### src/rtl/opmode_pkg.sv
package opmode_pkg;
  localparam int MODE_W = 3;

  typedef enum logic [MODE_W-1:0] {
    M_TOTAL_RST = 3'd0,
    M_CORE_RST  = 3'd1,
    M_RUN       = 3'd2,
    M_DEBUG     = 3'd3,
    M_WAIT      = 3'd4,
    M_STOP      = 3'd5,
    M_WAKE_MEM  = 3'd6,
    M_WAKE_CORE = 3'd7
  } mode_e;

  typedef struct packed {
    logic dbg_pwm_off;
    logic wait_wdog_stop;
    logic wait_pwm_off;
    logic stop_wdog_stop;
    logic stop_can_stop;
    logic pll_pdn;
  } cfg_t;

  typedef struct packed {
    logic core_rst;
    logic periph_rst;
    logic core_clk_en;
    logic mem_clk_en;
    logic periph_clk_en;
    logic wdog_en;
    logic pwm_dis;
    logic can_clk_en;
    logic pll_off;
  } gate_t;

  localparam gate_t GATE_RESET = '{core_rst: 1'b1, periph_rst: 1'b1, core_clk_en: 1'b0,
                                   mem_clk_en: 1'b0, periph_clk_en: 1'b0, wdog_en: 1'b0,
                                   pwm_dis: 1'b1, can_clk_en: 1'b0, pll_off: 1'b0};

  function automatic gate_t gate_for(mode_e m, cfg_t c);
    gate_t g;
    g = GATE_RESET;
    case (m)
      M_TOTAL_RST: g = GATE_RESET;
      M_CORE_RST: begin
        g.periph_rst    = 1'b0;
        g.periph_clk_en = 1'b1;
        g.can_clk_en    = 1'b1;
      end
      M_RUN: begin
        g.core_rst      = 1'b0;
        g.periph_rst    = 1'b0;
        g.core_clk_en   = 1'b1;
        g.mem_clk_en    = 1'b1;
        g.periph_clk_en = 1'b1;
        g.wdog_en       = 1'b1;
        g.pwm_dis       = 1'b0;
        g.can_clk_en    = 1'b1;
      end
      M_DEBUG: begin
        g.core_rst      = 1'b0;
        g.periph_rst    = 1'b0;
        g.core_clk_en   = 1'b1;
        g.mem_clk_en    = 1'b1;
        g.periph_clk_en = 1'b1;
        g.wdog_en       = 1'b0;
        g.pwm_dis       = c.dbg_pwm_off;
        g.can_clk_en    = 1'b1;
      end
      M_WAIT: begin
        g.core_rst      = 1'b0;
        g.periph_rst    = 1'b0;
        g.periph_clk_en = 1'b1;
        g.wdog_en       = ~c.wait_wdog_stop;
        g.pwm_dis       = c.wait_pwm_off;
        g.can_clk_en    = 1'b1;
      end
      M_STOP: begin
        g.core_rst      = 1'b0;
        g.periph_rst    = 1'b0;
        g.wdog_en       = ~c.stop_wdog_stop;
        g.pwm_dis       = 1'b1;
        g.can_clk_en    = ~c.stop_can_stop;
        g.pll_off       = c.pll_pdn;
      end
      M_WAKE_MEM, M_WAKE_CORE: begin
        g.core_rst      = 1'b0;
        g.periph_rst    = 1'b0;
        g.core_clk_en   = (m == M_WAKE_CORE);
        g.mem_clk_en    = 1'b1;
        g.periph_clk_en = 1'b1;
        g.wdog_en       = 1'b1;
        g.pwm_dis       = 1'b0;
        g.can_clk_en    = 1'b1;
      end
      default: g = GATE_RESET;
    endcase
    return g;
  endfunction
endpackage

### src/rtl/opmode_wake.sv
module opmode_wake #(
  parameter int N_IRQ = 8
) (
  input  logic [N_IRQ-1:0] irq_pend,
  input  logic [N_IRQ-1:0] irq_mask,
  input  logic             can_wake,
  input  logic             dbg_req,
  output logic             wake_wait,
  output logic             wake_stop
);
  logic [N_IRQ-1:0] irq_live;
  logic             any_irq;

  genvar i;
  generate
    for (i = 0; i < N_IRQ; i++) begin : g_mask
      assign irq_live[i] = irq_pend[i] & irq_mask[i];
    end
  endgenerate

  assign any_irq   = |irq_live;
  // wait ignores the CAN line; stop accepts it
  assign wake_wait = any_irq | dbg_req;
  assign wake_stop = any_irq | dbg_req | can_wake;
endmodule

### src/rtl/opmode_fsm.sv
module opmode_fsm
  import opmode_pkg::*;
(
  input  logic  clk,
  input  logic  rst,
  input  logic  sys_rst_req,
  input  logic  core_rst_req,
  input  logic  flash_done,
  input  logic  dbg_req,
  input  logic  wait_req,
  input  logic  stop_req,
  input  logic  wake_wait,
  input  logic  wake_stop,
  output mode_e state_d,
  output mode_e state_q
);
  always_comb begin
    state_d = state_q;
    if (sys_rst_req) begin
      state_d = M_TOTAL_RST;
    end else if (core_rst_req) begin
      state_d = M_CORE_RST;
    end else begin
      case (state_q)
        M_TOTAL_RST: state_d = M_CORE_RST;
        M_CORE_RST:  if (flash_done) state_d = M_RUN;
        M_RUN: begin
          if (dbg_req)       state_d = M_DEBUG;
          else if (stop_req) state_d = M_STOP;
          else if (wait_req) state_d = M_WAIT;
        end
        M_DEBUG:     if (!dbg_req) state_d = M_RUN;
        M_WAIT:      if (wake_wait) state_d = M_WAKE_MEM;
        M_STOP:      if (wake_stop) state_d = M_WAKE_MEM;
        M_WAKE_MEM:  state_d = M_WAKE_CORE;
        M_WAKE_CORE: state_d = M_RUN;
        default:     state_d = M_TOTAL_RST;
      endcase
    end
  end

  always_ff @(posedge clk) begin
    if (rst) state_q <= M_TOTAL_RST;
    else     state_q <= state_d;
  end

  p_total_prio_r2: assert property (@(posedge clk) disable iff (rst)
    sys_rst_req |=> state_q == M_TOTAL_RST);

  p_core_hold_r3: assert property (@(posedge clk) disable iff (rst)
    (state_q == M_CORE_RST && !flash_done && !sys_rst_req) |=> state_q == M_CORE_RST);

  p_dbg_prio_r5: assert property (@(posedge clk) disable iff (rst)
    (state_q == M_RUN && dbg_req && !sys_rst_req && !core_rst_req) |=> state_q == M_DEBUG);

  p_wake_seq_r10: assert property (@(posedge clk) disable iff (rst)
    (state_q == M_WAKE_MEM && !sys_rst_req && !core_rst_req) |=> state_q == M_WAKE_CORE);
endmodule

### src/rtl/opmode_gate.sv
module opmode_gate
  import opmode_pkg::*;
(
  input  logic              clk,
  input  logic              rst,
  input  mode_e             state_d,
  input  mode_e             state_q,
  input  cfg_t              cfg,
  output gate_t             gate_q,
  output logic              pulse_q,
  output logic [MODE_W-1:0] mode_q
);
  gate_t gate_d;
  logic  pulse_d;

  assign gate_d  = gate_for(state_d, cfg);
  assign pulse_d = (state_q == M_CORE_RST) && (state_d == M_RUN);

  always_ff @(posedge clk) begin
    if (rst) begin
      gate_q  <= GATE_RESET;
      pulse_q <= 1'b0;
      mode_q  <= M_TOTAL_RST;
    end else begin
      gate_q  <= gate_d;
      pulse_q <= pulse_d;
      mode_q  <= state_d;
    end
  end

  p_dbg_wdog_r5: assert property (@(posedge clk) disable iff (rst)
    (mode_q == M_DEBUG) |-> !gate_q.wdog_en);

  p_pll_stop_r8: assert property (@(posedge clk) disable iff (rst)
    gate_q.pll_off |-> (mode_q == M_STOP));

  p_mem_before_core_r10: assert property (@(posedge clk) disable iff (rst)
    gate_q.core_clk_en |-> gate_q.mem_clk_en);

  p_pulse_once_r4: assert property (@(posedge clk) disable iff (rst)
    pulse_q |=> !pulse_q);
endmodule

### src/rtl/opmode_clk_ctrl.sv
module opmode_clk_ctrl
  import opmode_pkg::*;
#(
  parameter int N_IRQ = 8
) (
  input  logic             clk,
  input  logic             rst,
  input  logic             sys_rst_req,
  input  logic             core_rst_req,
  input  logic             flash_done,
  input  logic             dbg_req,
  input  logic             wait_req,
  input  logic             stop_req,
  input  logic             can_wake,
  input  logic [N_IRQ-1:0] irq_pend,
  input  logic [N_IRQ-1:0] irq_mask,
  input  logic             cfg_dbg_pwm_off,
  input  logic             cfg_wait_wdog_stop,
  input  logic             cfg_wait_pwm_off,
  input  logic             cfg_stop_wdog_stop,
  input  logic             cfg_stop_can_stop,
  input  logic             cfg_pll_pdn,
  output logic             core_rst,
  output logic             periph_rst,
  output logic             core_clk_en,
  output logic             mem_clk_en,
  output logic             periph_clk_en,
  output logic             wdog_en,
  output logic             pwm_dis,
  output logic             can_clk_en,
  output logic             pll_off,
  output logic             sync_pulse,
  output logic [2:0]       mode_o
);
  logic  wake_wait, wake_stop;
  mode_e state_d, state_q;
  cfg_t  cfg;
  gate_t gate_q;

  assign cfg = '{dbg_pwm_off: cfg_dbg_pwm_off, wait_wdog_stop: cfg_wait_wdog_stop,
                 wait_pwm_off: cfg_wait_pwm_off, stop_wdog_stop: cfg_stop_wdog_stop,
                 stop_can_stop: cfg_stop_can_stop, pll_pdn: cfg_pll_pdn};

  opmode_wake #(.N_IRQ(N_IRQ)) u_wake (
    .irq_pend (irq_pend),
    .irq_mask (irq_mask),
    .can_wake (can_wake),
    .dbg_req  (dbg_req),
    .wake_wait(wake_wait),
    .wake_stop(wake_stop)
  );

  opmode_fsm u_fsm (
    .clk         (clk),
    .rst         (rst),
    .sys_rst_req (sys_rst_req),
    .core_rst_req(core_rst_req),
    .flash_done  (flash_done),
    .dbg_req     (dbg_req),
    .wait_req    (wait_req),
    .stop_req    (stop_req),
    .wake_wait   (wake_wait),
    .wake_stop   (wake_stop),
    .state_d     (state_d),
    .state_q     (state_q)
  );

  opmode_gate u_gate (
    .clk    (clk),
    .rst    (rst),
    .state_d(state_d),
    .state_q(state_q),
    .cfg    (cfg),
    .gate_q (gate_q),
    .pulse_q(sync_pulse),
    .mode_q (mode_o)
  );

  assign core_rst      = gate_q.core_rst;
  assign periph_rst    = gate_q.periph_rst;
  assign core_clk_en   = gate_q.core_clk_en;
  assign mem_clk_en    = gate_q.mem_clk_en;
  assign periph_clk_en = gate_q.periph_clk_en;
  assign wdog_en       = gate_q.wdog_en;
  assign pwm_dis       = gate_q.pwm_dis;
  assign can_clk_en    = gate_q.can_clk_en;
  assign pll_off       = gate_q.pll_off;
endmodule

### config.mk
export PLATFORM = sky130hd
export DESIGN_NAME = opmode_clk_ctrl
export DESIGN_NICKNAME = d
export VERILOG_FILES = /design/src/rtl/opmode_pkg.sv /design/src/rtl/opmode_wake.sv /design/src/rtl/opmode_fsm.sv /design/src/rtl/opmode_gate.sv /design/src/rtl/opmode_clk_ctrl.sv
export SDC_FILE = /design/constraint.sdc
export NUM_CORES = 1
export LEC_CHECK = 0
export BUFFER_PORTS_ARGS = -buffer_cell sky130_fd_sc_hd__buf_2
export CAP_MARGIN = 10
export CORE_MARGIN = 4
export CORE_UTILIZATION = 40
export CTS_BUF_LIST = sky130_fd_sc_hd__clkbuf_4 sky130_fd_sc_hd__clkbuf_8
export CTS_CLUSTER_DIAMETER = 60
export DETAILED_ROUTE_END_ITERATION = 12
export GPL_TIMING_DRIVEN = 0
export PLACE_DENSITY = 0.88
export REMOVE_ABC_BUFFERS = 1
export SLEW_MARGIN = 15
export SYNTH_ARGS = -nofsm -noshare
export SYNTH_HDL_FRONTEND = slang
export SYNTH_SLANG_ARGS = --single-unit
export TNS_END_PERCENT = 5
### constraint.sdc
create_clock -name clk -period 2.5 [get_ports clk]
set_input_delay 0.625 -clock clk [delete_from_list [all_inputs] [get_ports clk]]
set_output_delay 0.625 -clock clk [all_outputs]
set_load 0.05 [all_outputs]
==> reports/summary.json <==
{
  "grt": {
    "track_usage": 0.168,
    "grt_start_max_net_pins": 12,
    "first_pass_grt_wire_length_um": 2410,
    "grt_pass1_vias": 541,
    "antenna_found_initial": 0,
    "grt_overflow": 0
  },
  "power": {
    "static_leakage_power_nw": 0.425,
    "vdd.ir_drop.worst_mv": 0.326,
    "power.density_cell_area_nw_per_um2": 506
  },
  "clock_network": {
    "max_root_sink_buffers": 2,
    "clock_tree.root_cell": "sky130_fd_sc_hd__clkbuf_4",
    "post-cts-setup-buffers": 0,
    "ctsHoldBuffers": 0,
    "clock_tree.htree_level_count": 1,
    "cts-resized-gates": 0,
    "cts_buffers": 3,
    "clock_sinks": 13,
    "insertion_delay_ns": 0.28,
    "cts_tree": "done",
    "clk_pin_slew_worst_paths_ns": 0.07
  },
  "outcome": {
    "outcome": "finished clean"
  },
  "placed_design": {
    "gp_routability_congestion": 0.745,
    "port_buffers": 43,
    "dpl-instance-area_um2": 812,
    "detailed_place_hpwl_um": 1370
  },
  "floorplan": {
    "rows": 13,
    "io_pins": 44,
    "initial_core_util": 0.439,
    "core_um2": 1350,
    "die-area_um2": 2160,
    "die_h_um": 46.5,
    "die_w_um": 46.5
  },
  "timing": {
    "finClkSkew_ns": 0.000358,
    "rsz0062_at_grt": "false",
    "timing.fmax_ghz": 0.540,
    "slew_viol_final": 0,
    "setup-tns-final_ns": 0,
    "timing.max_slew.rel_slack": 0.798,
    "setup_viol": 0,
    "final_clock_period_utilization_by_the_worst_path": 0.741,
    "tightest_slew_ns": 0.303,
    "timing_hold_violations_final": 0,
    "period_minus_slack_ns": 1.85
  },
  "finish": {
    "antenna_cells_inserted": 0,
    "stdcell_area_um2": 842,
    "number_of_inserted_filler_cells_in_the_final_layout": 113,
    "num-nets-final": 141,
    "drive_gt1_frac": 0.468,
    "area.growth.synth_to_final_pct": 42.0
  },
  "routing": {
    "postRouteAntennaNets": 0,
    "postRouteWirelength_um": 1660,
    "first_pass_iters": 4,
    "drt-wirelength-per-cell_um": 13.4,
    "drc": 0,
    "vias": 656,
    "via_per_inst": 5.29,
    "first_iter_violations": 7
  },
  "logic_synthesis": {
    "synthesis.area_per_instance_um2": 9.27,
    "netlist.area_leader.share": 0.439,
    "ys_seq_elements": 13,
    "ys_dominant_reg_cell": "sky130_fd_sc_hd__dfxtp_1",
    "seq_area_frac_synth": 0.439,
    "ys_warn_count": 0,
    "syn-instance-count": 64,
    "synthArstFlopShare": 0,
    "synth_top_cells_by_area": "sky130_fd_sc_hd__dfxtp_1 44%, sky130_fd_sc_hd__nor2_1 4.4%, sky130_fd_sc_hd__a21oi_1 4.2%",
    "netlist-cell-type-count": 31,
    "synthesis.area_um2": 593,
    "synth_top_cell_by_area": "sky130_fd_sc_hd__dfxtp_1",
    "synth_edf_count": 0
  },
  "critical_path": {
    "timing.critical_path.required_ns": 2.73,
    "worstSetupEndpointType": "register",
    "timing.critical_path.fanout_max": 5,
    "timing.critical_path.slowest_stage_cell": "sky130_fd_sc_hd__a222oi_1",
    "critical_path_class": "in2reg",
    "critical_path.max_stage_delay_ns": 0.31,
    "worstPathArrival_ns": 2.08,
    "worst_setup_path_start_kind": "input port",
    "timing.critical_path.cells": "buf_2 > a222oi_1 > nand3_1 > nor4_4 > o21ba_2 > mux2i_1 > a21o_1"
  },
  "flow_run": {
    "maxCapViolations": 0
  },
  "min_path": {
    "hold_path_class": "reg2reg"
  }
}
==> path summary, 6_finish.rpt <==
check,from,end,slack (ns),cells past startpoint
max,irq_pend[3],u_gate.gate_q[3],0.65,7
min,u_fsm.state_q[2],u_gate.pulse_q,0.58,1
max reg2reg,u_fsm.state_q[1],u_gate.gate_q[2],0.89,5
min reg2reg,u_fsm.state_q[2],u_gate.pulse_q,0.58,1
==> final cells by class <==
class                      instances  area (um^2)  area share
multi-input combinational         47          310       0.368
sequential                        13          260       0.309
timing repair buffer              43          215       0.256
clock buffer                       4         30.0      0.0357
tap                               15         18.8      0.0223
inverter                           2         7.51     0.00892
==> worst max-delay path: cells and delay by family <==
kind / cells / cell delay, ns
multiplexers: 1 / 0.21
AND/OR/NAND/NOR: 2 / 0.49
buffers and inverters: 1 / 0.09
AO/OA/AOI/OAI: 3 / 0.66
==> Yosys cell counts (2+ instances only) <==
master and number:
sky130_fd_sc_hd__inv_1 2, sky130_fd_sc_hd__a22o_1 2, sky130_fd_sc_hd__a31oi_1 3, sky130_fd_sc_hd__o211ai_1 2, sky130_fd_sc_hd__a211oi_1 2, sky130_fd_sc_hd__nor2_1 7, sky130_fd_sc_hd__dfxtp_1 13, sky130_fd_sc_hd__a21o_1 2
sky130_fd_sc_hd__a21oi_1 5, sky130_fd_sc_hd__nand2_1 4, sky130_fd_sc_hd__a211o_1 2
==> logic make-up after synthesis <==
family / count (synthesis) / share of synthesized area
flops: 13 / 0.439
compound gates: 23 / 0.276
buf+inv: 4 / 0.0380
mux: 1 / 0.0169
simple gates: 23 / 0.230
==> where the power goes <==
group	switching, mW	internal (mW)	leakage [nW]
Sequential	0.00255	0.211	0.106
Clock	0.0668	0.0728	0.0184
Combinational	0.0416	0.0312	0.300
==> cell usage in the layout (no fill, tap or decap), types with 2 or more instances in the layout <==
master,netlist,final
sky130_fd_sc_hd__nor2_1,7,7
sky130_fd_sc_hd__o211ai_1,2,2
sky130_fd_sc_hd__a211oi_1,2,2
sky130_fd_sc_hd__a21o_1,2,2
sky130_fd_sc_hd__dfxtp_1,13,13
sky130_fd_sc_hd__a21oi_1,5,5
sky130_fd_sc_hd__inv_1,2,2
sky130_fd_sc_hd__a211o_1,2,2
sky130_fd_sc_hd__buf_2,0,43
sky130_fd_sc_hd__a22o_1,2,2
sky130_fd_sc_hd__clkbuf_4,0,4
sky130_fd_sc_hd__nand2_1,4,4
sky130_fd_sc_hd__a31oi_1,3,3
==> sequential cells by signal, indices dropped and copies added (netlist names) <==
register,count
u_gate.pulse_q,1
u_gate.gate_q,9
u_fsm.state_q,3
==> per-stage QoR <==
step	utilization	cells	worst slack [ns]	total power, mW	hold slack (ns)
2_1_floorplan	-	62	0.590	0.257	0.694
4_1_cts	0.624	124	0.640	0.431	0.585
5_1_grt	0.624	124	0.554	0.450	0.592
3_3_place_gp	0.601	120	0.374	0.289	0.563
3_5_place_dp	0.601	120	0.351	0.292	0.567
6_report	0.624	124	0.647	0.426	0.578
==> per-layer routing <==
metal,global-route usage,part of all wire,wire [um]
met5,0,0,0
met1,0.163,0.37,606
met3,0.0938,0.10,166
met2,0.288,0.51,850
met4,0.0739,0.022,37
Power figures use the tool's default switching activity.
